===== src/rtl/smbus_tmo_pkg.sv =====
package smbus_tmo_pkg;
   localparam int STATUS_W = 2;
   typedef enum logic [STATUS_W-1:0] {
      TMO_NONE    = 2'b00,
      TMO_SCL_LOW = 2'b01
   } tmo_status_e;
endpackage


===== src/rtl/tmo_run_counter.sv =====
module tmo_run_counter #(
   parameter int LIMIT = 25000
) (
   input  logic clk,
   input  logic rst_n,
   input  logic clr,
   input  logic inc,
   output logic at_lim
);
   localparam int CW = $clog2(LIMIT + 1);
   localparam logic [CW-1:0] LIM_V = CW'(LIMIT);

   generate
      if (LIMIT < 1) begin : g_bad_limit
         $error("tmo_run_counter: LIMIT must be at least 1");
      end
   endgenerate

   logic [CW-1:0] cnt_q;

   always_ff @(posedge clk or negedge rst_n) begin
      if (!rst_n)                 cnt_q <= '0;
      else if (clr)               cnt_q <= '0;
      else if (inc && !at_lim)    cnt_q <= cnt_q + 1'b1;
   end

   assign at_lim = (cnt_q == LIM_V);

   AST_CLR_ZERO: assert property (@(posedge clk) disable iff (!rst_n)
      clr |=> (cnt_q == '0));
   AST_HOLD_NO_TICK: assert property (@(posedge clk) disable iff (!rst_n)
      (!inc && !clr) |=> $stable(cnt_q));
   AST_NO_OVERFLOW: assert property (@(posedge clk) disable iff (!rst_n)
      at_lim && !clr |=> at_lim);
endmodule


===== src/rtl/tmo_status.sv =====
module tmo_status
   import smbus_tmo_pkg::*;
(
   input  logic                clk,
   input  logic                rst_n,
   input  logic                xfer_start,
   input  logic                trip_cand,
   input  logic                stop_seen,
   output logic                abort_req,
   output logic [STATUS_W-1:0] status_code,
   output logic                stop_flag
);
   tmo_status_e st_q;
   logic        tripped_q;
   logic        fire;

   assign fire = trip_cand && !tripped_q && !xfer_start;

   always_ff @(posedge clk or negedge rst_n) begin
      if (!rst_n) begin
         st_q      <= TMO_NONE;
         tripped_q <= 1'b0;
         abort_req <= 1'b0;
         stop_flag <= 1'b0;
      end else begin
         abort_req <= fire;
         if (xfer_start) begin
            st_q      <= TMO_NONE;
            tripped_q <= 1'b0;
         end else if (fire) begin
            st_q      <= TMO_SCL_LOW;
            tripped_q <= 1'b1;
         end
         if (xfer_start)     stop_flag <= 1'b0;
         else if (stop_seen) stop_flag <= 1'b1;
      end
   end

   assign status_code = st_q;

   AST_ABORT_PULSE: assert property (@(posedge clk) disable iff (!rst_n)
      abort_req |=> !abort_req);
   AST_STATUS_ON_ABORT: assert property (@(posedge clk) disable iff (!rst_n)
      abort_req |-> (status_code == TMO_SCL_LOW));
   AST_STATUS_CLEAR: assert property (@(posedge clk) disable iff (!rst_n)
      xfer_start |=> (status_code == TMO_NONE));
endmodule


===== src/rtl/smbus_timeout_mon.sv =====
module smbus_timeout_mon
   import smbus_tmo_pkg::*;
#(
   parameter int LOW_LIMIT  = 25000,
   parameter int FREE_LIMIT = 50
) (
   input  logic                clk,
   input  logic                rst_n,
   input  logic                tick_en,
   input  logic                scl_in,
   input  logic                xfer_active,
   input  logic                xfer_start,
   input  logic                stop_seen,
   input  logic                low_to_en,
   input  logic                free_det_en,
   output logic                abort_req,
   output logic [STATUS_W-1:0] status_code,
   output logic                bus_free
);
   generate
      if (LOW_LIMIT < 1 || FREE_LIMIT < 1) begin : g_bad_params
         $error("smbus_timeout_mon: limits must be at least 1");
      end
   endgenerate

   logic lo_clr, lo_at_lim, hi_clr, hi_at_lim, trip_cand, stop_flag;

   assign lo_clr = xfer_start || !low_to_en || scl_in || !xfer_active;
   assign hi_clr = xfer_start || !free_det_en || !scl_in;

   tmo_run_counter #(.LIMIT(LOW_LIMIT)) u_low_cnt (
      .clk(clk), .rst_n(rst_n), .clr(lo_clr), .inc(tick_en), .at_lim(lo_at_lim)
   );

   tmo_run_counter #(.LIMIT(FREE_LIMIT)) u_high_cnt (
      .clk(clk), .rst_n(rst_n), .clr(hi_clr), .inc(tick_en), .at_lim(hi_at_lim)
   );

   assign trip_cand = low_to_en && xfer_active && !scl_in && tick_en && lo_at_lim;

   tmo_status u_status (
      .clk(clk), .rst_n(rst_n), .xfer_start(xfer_start), .trip_cand(trip_cand),
      .stop_seen(stop_seen), .abort_req(abort_req), .status_code(status_code),
      .stop_flag(stop_flag)
   );

   assign bus_free = free_det_en ? hi_at_lim : stop_flag;

   AST_NO_ABORT_DIS: assert property (@(posedge clk) disable iff (!rst_n)
      !low_to_en |=> !abort_req);
   AST_STATUS_HOLD_DIS: assert property (@(posedge clk) disable iff (!rst_n)
      (!low_to_en && !xfer_start) |=> $stable(status_code));
   AST_FREE_DROP: assert property (@(posedge clk) disable iff (!rst_n)
      (free_det_en && !scl_in) |=> (!bus_free || !free_det_en));
endmodule


===== config.mk =====
export PLATFORM = sky130hd
export DESIGN_NAME = smbus_timeout_mon
export DESIGN_NICKNAME = d
export VERILOG_FILES = /design/src/rtl/smbus_tmo_pkg.sv /design/src/rtl/tmo_run_counter.sv /design/src/rtl/tmo_status.sv /design/src/rtl/smbus_timeout_mon.sv
export SDC_FILE = /design/constraint.sdc
export NUM_CORES = 1
export LEC_CHECK = 0
export ABC_AREA = 1
export BUFFER_PORTS_ARGS = -buffer_cell sky130_fd_sc_hd__buf_2
export CORE_MARGIN = 2
export CORE_UTILIZATION = 50
export DETAILED_ROUTE_END_ITERATION = 6
export HOLD_SLACK_MARGIN = 0.06
export PLACE_DENSITY = 0.74
export SETUP_SLACK_MARGIN = 0.15
export SLEW_MARGIN = 20
export SYNTH_ARGS = -nofsm -noshare
export SYNTH_HDL_FRONTEND = slang
export SYNTH_SLANG_ARGS = --single-unit

===== constraint.sdc =====
create_clock -name clk -period 1.49 [get_ports clk]
set_clock_uncertainty 0.1 [all_clocks]
set_input_delay 0.3725 -clock clk [delete_from_list [all_inputs] [get_ports clk]]
set_output_delay 0.3725 -clock clk [all_outputs]
set_load 0.02 [all_outputs]

## Word level (Yosys, flattened, before mapping)

Index checks and enable logic that the tools add are counted.
W data, S select, Z words.

- Register bits: 26
- Bits of input ports: 9

- Reductions and logical operators: 25
- Multiplexer cells: 11
- Add/subtract/negate cells: 2
- Eq/ne operators: 2

Operators with widths:

| cell | count |
|---|---|
| $mux W15 | 2 |
| $add A15 B1 Y15 const B | 1 |
| $eq A15 B15 Y1 const B | 1 |
| $mux W6 | 2 |
| $logic_and A1 B1 Y1 | 8 |
| $logic_not A1 Y1 | 8 |
| $reduce_bool A2 Y1 | 4 |
| $add A6 B1 Y6 const B | 1 |
| $eq A6 B6 Y1 const B | 1 |
| $logic_or A1 B1 Y1 | 5 |
| $mux W1 | 5 |
| $mux W2 | 2 |

## Logic depth before layout (Yosys ltp)

Gate-level depths: netlist (run 1).

- Word-level depth: 8
- Depth in mapped cells: 11

## Hierarchy

Synthesis (run 1) repeated with hierarchy kept, for this count alone.

- Cells, all modules: 228
- Area total of the unflattened synthesis: 1637.8 um^2

By module, submodules not included:

| module | area each (um^2) | instances | cells each |
|---|---|---|---|
| tmo_run_counter (u_low_cnt) | 1037.2 | 1 | 151 |
| tmo_run_counter (u_high_cnt) | 426.7 | 1 | 54 |
| tmo_status | 122.6 | 1 | 13 |
| smbus_timeout_mon | 51.3 | 1 | 10 |

## Worst setup path after synthesis (run 1)

No wires, ideal clock.

- Path kind: flip-flop to flip-flop
- From: register u_low_cnt.cnt_q[0]
- To: register u_low_cnt.cnt_q[10]
- Required time: 1325 ps
- Arrival: 1417 ps
- Setup time: 65 ps
- Path buffers: 1
- Cell stages (with the launch flop): 12
- Setup slack: -92 ps
- Path through: dfrtp_1 -> inv_1 -> ha_1 -> inv_1 -> nor2_1 -> nand3_1 -> nor2_2 -> nor2_4 -> nor2_4 -> buf_6 -> nand2_1 -> nand2_1

- Cells in the longest elaborated chain, start to end: 4

RTL lines:

| what | RTL line | source |
|---|---|---|
| start, declared | tmo_run_counter.sv:19 | `logic [CW-1:0] cnt_q;` |
| start signal, assigned | tmo_run_counter.sv:24 | `else if (inc && !at_lim) cnt_q <= cnt_q + 1'b1;` |
| branches (longest 4 deep; another with $add A15 B1 Y15) | n/a |  |

Parallel ways; which one is timed is not known. The select of a mux whose other input is x is not followed.
A chain may end at the register's enable or synchronous reset.

## Final worst setup path (run 1)

- From: register u_high_cnt.cnt_q[2]
- To: output bus_free

- Cells in the longest elaborated chain, start to end: 2

RTL lines:

| what | RTL line | source |
|---|---|---|
| start, declared | tmo_run_counter.sv:19 |  |
| start signal, assigned | tmo_run_counter.sv:24 |  |
| $eq A6 B6 Y1 | tmo_run_counter.sv:27 | `assign at_lim = (cnt_q == LIM_V);` |
| $mux W1 | smbus_timeout_mon.sv:47 | `assign bus_free = free_det_en ? hi_at_lim : stop_flag;` |
| end, declared | smbus_timeout_mon.sv:18 | `output logic bus_free` |

Every way passes these cells.

==> results.yml, run 1 <==
placement:
  placed_cell_area_mm2: 0.00185
  place.gp.congestion: 0.879
  hpwlAfterDp_um: 2660
  dp_cells: 285
  post-place-ws_ns: -0.157
  placement.io_buffers: 11
logic_synthesis:
  syn_nets: 228
  synth.area.top_cells: "dfrtp_1, nand2_1, nor2_1"
  ys_types: 18
  synth-seq-cells: 24
  synth_top_area_frac: 0.395
  syn_avg_cell_area_um2: 7.07
  yosysSeqAreaShare: 0.395
  synth_area_mm2: 0.00152
  syn_inst: 215
  yosysWarnings: 0
  synth_top_area_cell: "dfrtp_1"
critical_path:
  cp.required_ns: 1.02
  path_cells: "inv_1 -> nand2_1 -> nor2_4 -> nand2_2 -> o21ai_2 -> buf_6"
  critPathSlowestCell: "dfrtp_1"
  reg2regPathDepth: 11
  worstReg2RegStart: "u_high_cnt.cnt_q[0]"
  cp.arrival_ns: 1.47
  critPathCaptureType: "output port"
  r2r-end: "u_high_cnt.cnt_q[3]"
  cp_max_fo: 2
  regToRegSetupSlack_ns: -0.41
  critPathLaunchType: "flip-flop"
  critPathMaxStageDelay_ns: 0.43
  crit_family: "flip-flops"
  critPathKind: "flip-flop to output port"
  path_buf_inv: 2
layout:
  final_cell_mix: "nand2_1, buf_4, nor2_1, dfrtp_1, inv_1"
  seq_area_um2: 601
  final_common_cell: "nand2_1"
  area_growth_pct: 52.3
  drive_gt1_frac: 0.418
  multi_input_area_mm2: 0.00104
  antenna_cells: 0
  final_core_util: 0.777
  nFillCells: 172
  final_area_mm2: 0.00231
  nNetsFinal: 287
  final_cells: 306
timing:
  fin_ws_ns: -0.449
  hold_violations: 0
  rsz0062_at_grt: "yes"
  setup-violations-final: 24
  slew_headroom: 0.616
  slew_violations: 0
  finalCriticalPeriod_ns: 1.94
  fmax_ghz: 0.516
  fin_crit_sh: 1.30
  tns_ns: -6.58
  holdWs_ns: 0.108
  tightestPinTransition_ns: 0.576
outcome:
  violations: "setup timing"
  status: "finished, violations left"
clock_tree:
  clk_latency_ns: 0.34
  cts_tree: "done"
  cts.reportedPaths.clkPinSlew_ns: 0.13
  cts_sinks: 24
  clk_path_buf_depth: 2
  htreeDepth: 1
  root_buffer: "clkbuf_4"
  cts_buffers: 3
routing:
  vias: 1789
  wl_per_cell_um: 18.5
  finalWirelength_um: 5650
  drtIter0Drc: 155
  firstDrtPassIters: 4
  drc_errors: 0
  antenna_left: 0
  viasPerCell: 5.85
floorplan:
  die_x_um: 59.1
  die_area_mm2: 0.00350
  core_area_mm2: 0.00298
  io_pins: 13
  start_util: 0.511
  fp.dieH_um: 59.1
  fp-row-count: 20
pwr:
  p_leak_nw: 1.20
  ir_drop_uv: 372
  p_total_mw: 1.15
  power_density_mw_per_mm2: 496
worst_hold_path:
  min_path_type: "input pin to flip-flop"
  hold_depth: 2
  whs_endpoint: "u_status.stop_flag"
  min_from: "xfer_start"
global_route:
  grt_antenna_before_repair: 0
  grt_start_max_net_pins: 25
  grt_pass1_wl_um: 6950
  grt_overflow_total: 0
  grt_pass1_vias: 1542
  grt.total_usage: 0.258
job:
  cap_violations: 0
worst max-delay path by stage:
stage | start | endpoint | slack, ns | cells after the start
2_1_floorplan | u_low_cnt.cnt_q[0] | u_low_cnt.cnt_q[10] | -0.07 | 11
3_3_place_gp | u_low_cnt.cnt_q[0] | u_low_cnt.cnt_q[4] | -0.09 | 9
3_5_place_dp | u_low_cnt.cnt_q[0] | u_low_cnt.cnt_q[4] | -0.16 | 9
4_1_cts | u_high_cnt.cnt_q[0] | bus_free | -0.37 | 7
5_1_grt | u_high_cnt.cnt_q[2] | bus_free | -0.52 | 6
6_report | u_high_cnt.cnt_q[2] | bus_free | -0.45 | 6
what timing repair did:
item                                    in CTS  in global routing
hold endpoints to repair                    24                  0
hold buffers                                 1                  0
setup buffers                                8                  7
gates cloned                                 0                  1
resized for setup                           28                 51
endpoints found under the setup margin      25                 26
pin swaps                                   18                 24
final cells by class:
type,count,share of cell area
repair buffers,59,0.218
multi-input cells,161,0.448
flip-flops and latches,24,0.259
inverters,25,0.0405
clock buffers,4,0.0157
well taps,33,0.0178
state kept, by name (all words and copies together), names as in the netlist:
register              flops
u_high_cnt.cnt_q          6
u_low_cnt.cnt_q          15
u_status.abort_req        1
u_status.stop_flag        1
u_status.status_code      1
metal layers:
metal	wire, um	track usage	up-vias
li1	-	-	799
met1	2160	0.351	857
met5	0	0	-
met3	382	0.0284	36
met2	2780	0.432	97
met4	330	0.0812	0
power breakdown:
part / switching, mW / total [mW] / internal (mW) / leakage [nW]
Sequential: 0.00285 / 0.658 / 0.655 / 0.334
Clock: 0.219 / 0.369 / 0.150 / 0.0210
Combinational: 0.0737 / 0.122 / 0.0481 / 0.845
kinds of logic after synthesis:
family,Yosys count,synth area share
AOI/OAI and AO/OA,7,0.0247
xor gates and xnor gates,10,0.0576
adders and majority gates,4,0.0329
buffers and inverters,30,0.0897
DFF,24,0.395
other,1,0.00247
and+or+nand+nor,139,0.398
worst reg2reg max path, stage by stage, from the launching register on:
cell	delay, ns
dfrtp_1	0.43
inv_2	0.09
ha_4	0.14
nand3_4	0.07
buf_4	0.14
buf_4	0.13
buf_6	0.10
buf_6	0.11
o21ai_4	0.23
o21ai_1	0.14
nand2_1	0.08
nor2_1	0.04
cell usage after synthesis:
| cell type | n |
|---|---|
| nand2_1 | 69 |
| nor2_1 | 30 |
| nor3_1 | 4 |
| conb_1 | 1 |
| nand4_1 | 13 |
| xor2_1 | 10 |
| buf_2 | 1 |
| nand3_1 | 19 |
| nor2_2 | 1 |
| o31ai_1 | 1 |
| nor3b_1 | 1 |
| nor2_4 | 2 |
| buf_4 | 2 |
| o21ai_0 | 6 |
| inv_1 | 25 |
| buf_6 | 2 |
| ha_1 | 4 |
| dfrtp_1 | 24 |
Power figures use the tool's default switching activity.
==> inputs of run 2 (changes only) <==
CORE_UTILIZATION = 46   (was 50)
PLACE_DENSITY = 0.69   (was 0.74)
SYNTH_HIERARCHICAL = 1   (was unset)
==> results.yml, run 2 <==
outcome:
  status: "finished, violations left"
  violations: "setup timing"
routing:
  route.met3.wl_um: 196
  met2_length_um: 2150
  drc_errors: 0
  finalWirelength_um: 4220
  drtIter0Drc: 115
  drt-met1-wl_um: 1830
  vias: 1635
  dr.max_layer_used: "met4"
  wl_per_cell_um: 13.0
  viasPerCell: 5.03
  firstDrtPassIters: 4
  antenna_left: 0
clock_tree:
  htreeDepth: 1
  clk_latency_ns: 0.31
  cts.reportedPaths.clkPinSlew_ns: 0.14
  cts_buffers: 3
  root_buffer: "clkbuf_4"
  clk_path_buf_depth: 2
  cts_sinks: 24
  cts_tree: "done"
timing:
  fmax_ghz: 0.543
  tightestPinTransition_ns: 0.553
  holdWs_ns: 0.129
  slew_headroom: 0.631
  setup-violations-final: 24
  slew_violations: 0
  fin_crit_sh: 1.24
  rsz0062_at_grt: "yes"
  hold_violations: 0
  fin_ws_ns: -0.352
  finalCriticalPeriod_ns: 1.84
logic_synthesis:
  yosysSeqAreaShare: 0.367
  ys_types: 24
  syn_avg_cell_area_um2: 7.18
  synthArstFlopShare: 1.00
  synth.most_common_cell: "nand2_1"
  syn_nets: 241
  synth_area_mm2: 0.00164
  synth_top_area_cell: "dfrtp_1"
  synth_common_cells: "nand2_1, nor2_1, dfrtp_1, inv_1, nand3_1"
  synth_edf_count: 0
  synth.area.top_cells: "dfrtp_1, nand2_1, nand3_1"
  syn_inst: 228
  yosysWarnings: 6
  synthFlopType: "dfrtp_1"
  synth-seq-cells: 24
  synth_top_area_frac: 0.367
critical_path:
  critPathSlowestCell: "dfrtp_1"
  critPathLaunchType: "flip-flop"
  path_buf_inv: 2
  regToRegSetupSlack_ns: -0.22
  path_cells: "inv_2 -> ha_4 -> nand3_4 -> nor2_4 -> nand2_2 -> o21ai_4 -> buf_6"
  cp.arrival_ns: 1.37
  critPathMaxStageDelay_ns: 0.41
  critPathKind: "flip-flop to output port"
  crit_family: "flip-flops"
  cp.required_ns: 1.02
  critPathCaptureType: "output port"
  cp_max_fo: 2
placement:
  placement.io_buffers: 11
  hpwlAfterDp_um: 2620
  place.gp.congestion: 0.874
floorplan:
  die_x_um: 63.7
  fp.dieH_um: 63.7
  fp-row-count: 21
  die_area_mm2: 0.00405
  io_pins: 13
  start_util: 0.483
  core_area_mm2: 0.00339
job:
  cap_violations: 0
layout:
  area_growth_pct: 36.8
  multi_input_area_um2: 993
  drive_gt1_frac: 0.337
  nFillCells: 278
  top_register: "u_low_cnt/cnt_q"
  final_core_util: 0.661
  seq_area_um2: 601
  nNetsFinal: 293
  antenna_cells: 0
  final_cell_mix: "nand2_1, buf_4, nor2_1"
  final_common_cell: "nand2_1"
  largest_reg_flops: 15
  reg_top3: "u_low_cnt/cnt_q (15), u_high_cnt/cnt_q (6)"
pwr:
  power_density_mw_per_mm2: 562
  p_total_mw: 1.26
  ir_drop_uv: 588
  p_leak_nw: 1.16
worst_hold_path:
  min_path_type: "input pin to flip-flop"
global_route:
  grt_start_max_net_pins: 25
  grt_overflow_total: 0
  grt.total_usage: 0.221
  grt_pass1_wl_um: 7020
  grt_antenna_before_repair: 0
  grt_pass1_vias: 1573
==> run 2: changes by cell type after synthesis, moves of 2 or more <==
cell      previous run  this run
nand2_1             69        80
inv_1               25        21
nor2_1              30        26
nand4_1             13        16
inv_2                0         4
nor3_1               4         0
o21bai_1             0         2
o21ai_0              6         1
nand3b_1             0         2
nor2_8               0         3
xor2_1              10         7
nand3_2              0         2
==> run 2: worst paths after layout <==
check,startpoint,endpoint,depth (start not counted)
max in group asynchronous,rst_n,u_low_cnt/cnt_q[11],2
min in group asynchronous,rst_n,u_status/abort_req,2
max,u_high_cnt/cnt_q[0],bus_free,7
max reg2reg,u_high_cnt/cnt_q[1],u_high_cnt/cnt_q[5],11
min reg2reg,u_status/stop_flag,u_status/stop_flag,2
min,xfer_start,u_status/abort_req,2
==> run 2: where the power goes <==
part,switching (mW),total (mW),internal [mW]
clock network,0.204,0.476,0.272
registers,0.00212,0.657,0.655
logic,0.0753,0.127,0.0515
total,0.281,1.26,0.978
==> run 2: cell type report <==
cell class / count / area share
clock buffers: 3 / 0.0101
clock inverters: 1 / 0.0134
inverters: 26 / 0.0436
multi-input cells: 172 / 0.443
flip-flops and latches: 24 / 0.268
well taps: 46 / 0.0257
repair buffers: 53 / 0.196
==> run 2: worst register-to-register path, cell delays in order (launching register included) <==
cell and delay, ns:
dfrtp_1 0.43, ha_4 0.18, nand3_4 0.07, nor2_4 0.04, buf_4 0.13, buf_6 0.10
buf_6 0.10, buf_6 0.11, nor2_8 0.17, nor2_8 0.06, nand2_1 0.07, nand2_1 0.06
==> run 2: metal layers <==
| metal | vias to the layer above | track usage |
|---|---|---|
| met5 | - | 0 |
| met4 | 0 | 0.0842 |
| met3 | 6 | 0.0286 |
| met2 | 49 | 0.374 |
| met1 | 758 | 0.287 |
| li1 | 822 | - |
==> run 2: timing repair <==
action | 4_1_cts | 5_1_grt
setup buffers | 8 | 1
hold buffers | 1 | 0
pin swaps | 7 | 34
cloned | 1 | 0
endpoints found under the setup margin | 25 | 26
hold endpoints to repair | 24 | 0
gates resized for setup | 10 | 22
==> run 2: cells by family after synthesis <==
family	synth area share
AOI/OAI and AO/OA	0.0153
xor gates and xnor gates	0.0374
and+or+nand+nor	0.455
other	0.00229
adders and majority gates	0.0306
buffers and inverters	0.0924
DFF	0.367
==> run 2: through the flow <==
stage / setup TNS [ns] / cells / instance area [um^2] / setup slack, ns
floorplan: 0 / 228 / 1670 / 0.000619
global placement: -0.841 / 310 / 1980 / -0.0630
detailed placement: -1.17 / 310 / 1980 / -0.0787
CTS: -3.76 / 324 / 2170 / -0.346
global route: -6.73 / 325 / 2240 / -0.433
finish: -4.54 / 325 / 2240 / -0.352
==> inputs of run 3 (changes only) <==
CORE_ASPECT_RATIO = 2   (was unset)
REMOVE_ABC_BUFFERS = 1   (was unset)
==> results.yml, run 3 (synthesized netlist as in run 2, its figures left out) <==
floorplan:
  die_x_um: 46.2
  fp.dieH_um: 88.4
  fp-row-count: 30
  io_pins: 13
  start_util: 0.479
  die_area_mm2: 0.00408
  core_area_mm2: 0.00342
layout:
  multi_input_area_mm2: 0.00103
  seq_area_um2: 601
  area_growth_pct: 36.9
  top_register: "u_low_cnt/cnt_q"
  drive_gt1_frac: 0.344
  final_common_cell: "nand2_1"
  nNetsFinal: 291
  reg_top3: "u_low_cnt/cnt_q (15), u_high_cnt/cnt_q (6)"
  antenna_cells: 0
  final_cell_mix: "nand2_1, buf_4, nor2_1, dfrtp_1, inv_1"
  largest_reg_flops: 15
  nFillCells: 281
routing:
  firstDrtPassIters: 4
  antenna_left: 0
  drc_errors: 0
  viasPerCell: 5.10
  drtIter0Drc: 38
  finalWirelength_um: 4430
  wl_per_cell_um: 13.7
  vias: 1654
critical_path:
  crit_start: "u_high_cnt/cnt_q[0]"
  reg2regPathDepth: 10
  path_depth: 7
  crit_family: "flip-flops"
  cp.arrival_ns: 1.34
  path_cells: "inv_2 -> ha_4 -> nand3_4 -> nor2_4 -> nand2_1 -> o21ai_1 -> buf_4"
  regToRegSetupSlack_ns: -0.14
  cp.required_ns: 1.02
  critPathCaptureType: "output port"
  r2r-end: "u_low_cnt/cnt_q[7]"
  path_buf_inv: 2
  critPathSlowestCell: "dfrtp_1"
  cp-endpoint: "bus_free"
  critPathLaunchType: "flip-flop"
  worstReg2RegStart: "u_low_cnt/cnt_q[0]"
  critPathKind: "flip-flop to output port"
  cp_max_fo: 2
  critPathMaxStageDelay_ns: 0.40
timing:
  slew_violations: 0
  slew_headroom: 0.616
  fmax_ghz: 0.553
  fin_crit_sh: 1.21
  tightestPinTransition_ns: 0.576
  hold_violations: 0
  fin_ws_ns: -0.318
  setup-violations-final: 19
  rsz0062_at_grt: "yes"
  finalCriticalPeriod_ns: 1.81
clock_tree:
  htreeDepth: 1
  cts.reportedPaths.clkPinSlew_ns: 0.08
  root_buffer: "clkbuf_8"
  cts_sinks: 24
  clk_latency_ns: 0.26
  cts_tree: "done"
  clk_path_buf_depth: 2
  cts_buffers: 3
placement:
  place.gp.congestion: 0.919
  placement.io_buffers: 11
  hpwlAfterDp_um: 2990
  post-place-ws_ns: -0.113
global_route:
  grt_start_max_net_pins: 25
  grt_antenna_before_repair: 0
  grt.total_usage: 0.230
  grt_pass1_wl_um: 6810
  grt_overflow_total: 0
  grt_pass1_vias: 1612
pwr:
  p_total_mw: 1.17
  power_density_mw_per_mm2: 521
  p_leak_nw: 1.13
  ir_drop_uv: 367
outcome:
  status: "finished, violations left"
  violations: "setup timing"
worst_hold_path:
  min_path_type: "input pin to flip-flop"
job:
  cap_violations: 0
-- run 3: cell count changes in the layout (fill, tap and decap cells not counted), moves of 2 or more --
| cell | before | now |
|---|---|---|
| buf_2 | 8 | 10 |
| buf_6 | 9 | 5 |
| clkbuf_4 | 3 | 0 |
| clkbuf_8 | 0 | 3 |
| nand2_1 | 66 | 68 |
| nand2_2 | 14 | 12 |
| nand3_1 | 19 | 16 |
| nand3_2 | 2 | 4 |
-- run 3: worst register-to-register path: cells and delay by family (launching register included) --
family        cells  cell delay (ns)
flops             1             0.37
buf+inv           2             0.28
simple gates      7             0.68
fa+ha+maj         1             0.16
-- run 3: per-stage QoR --
step	std cells	util	area, um^2	hold WS, ns	TNS [ns]
final	324	0.656	2240	0.208	-2.16
after global routing	324	0.656	2240	0.196	-3.74
after CTS	322	0.630	2150	0.193	-2.59
after detailed placement	310	0.567	1940	0.301	-1.55
after global placement	310	0.567	1940	0.296	-1.65
after floorplan	221	-	1580	-0.0231	-0.325
-- run 3: routing by layer --
metal	track usage	part of all wire
met5	0	0
met4	0.127	0.049
met3	0.0163	0.017
met2	0.462	0.60
met1	0.199	0.33
-- run 3: cell type report --
type                            count  area share
Multi-Input combinational cell    172       0.461
Sequential cell                    24       0.268
Timing Repair Buffer               51       0.182
Inverter                           26      0.0435
Tap cell                           48      0.0268
Clock buffer                        3      0.0184
-- run 3: timing repair --
item,4_1_cts,5_1_grt
pin swaps,19,13
endpoints found under the setup margin,24,24
hold endpoints to repair,24,0
gates cloned,2,0
gates resized for setup,22,21
setup buffers,6,2
hold buffers,1,0
-- run 3: report_power, final --
part,internal (mW),switching (mW)
Clock,0.181,0.200
Sequential,0.654,0.00227
Combinational,0.0540,0.0772
Total,0.889,0.279
-- run 3: how the worst min path moves through the flow --
stage	slack (ns)	startpoint	endpoint	depth (start not counted)
global route	0.20	xfer_start	u_status/abort_req	2
detailed placement	0.30	rst_n	u_low_cnt/cnt_q[11]	1
CTS	0.19	xfer_start	u_status/abort_req	2
floorplan	-0.02	rst_n	u_high_cnt/cnt_q[0]	0
finish	0.21	xfer_start	u_status/abort_req	2
global placement	0.30	rst_n	u_low_cnt/cnt_q[11]	1
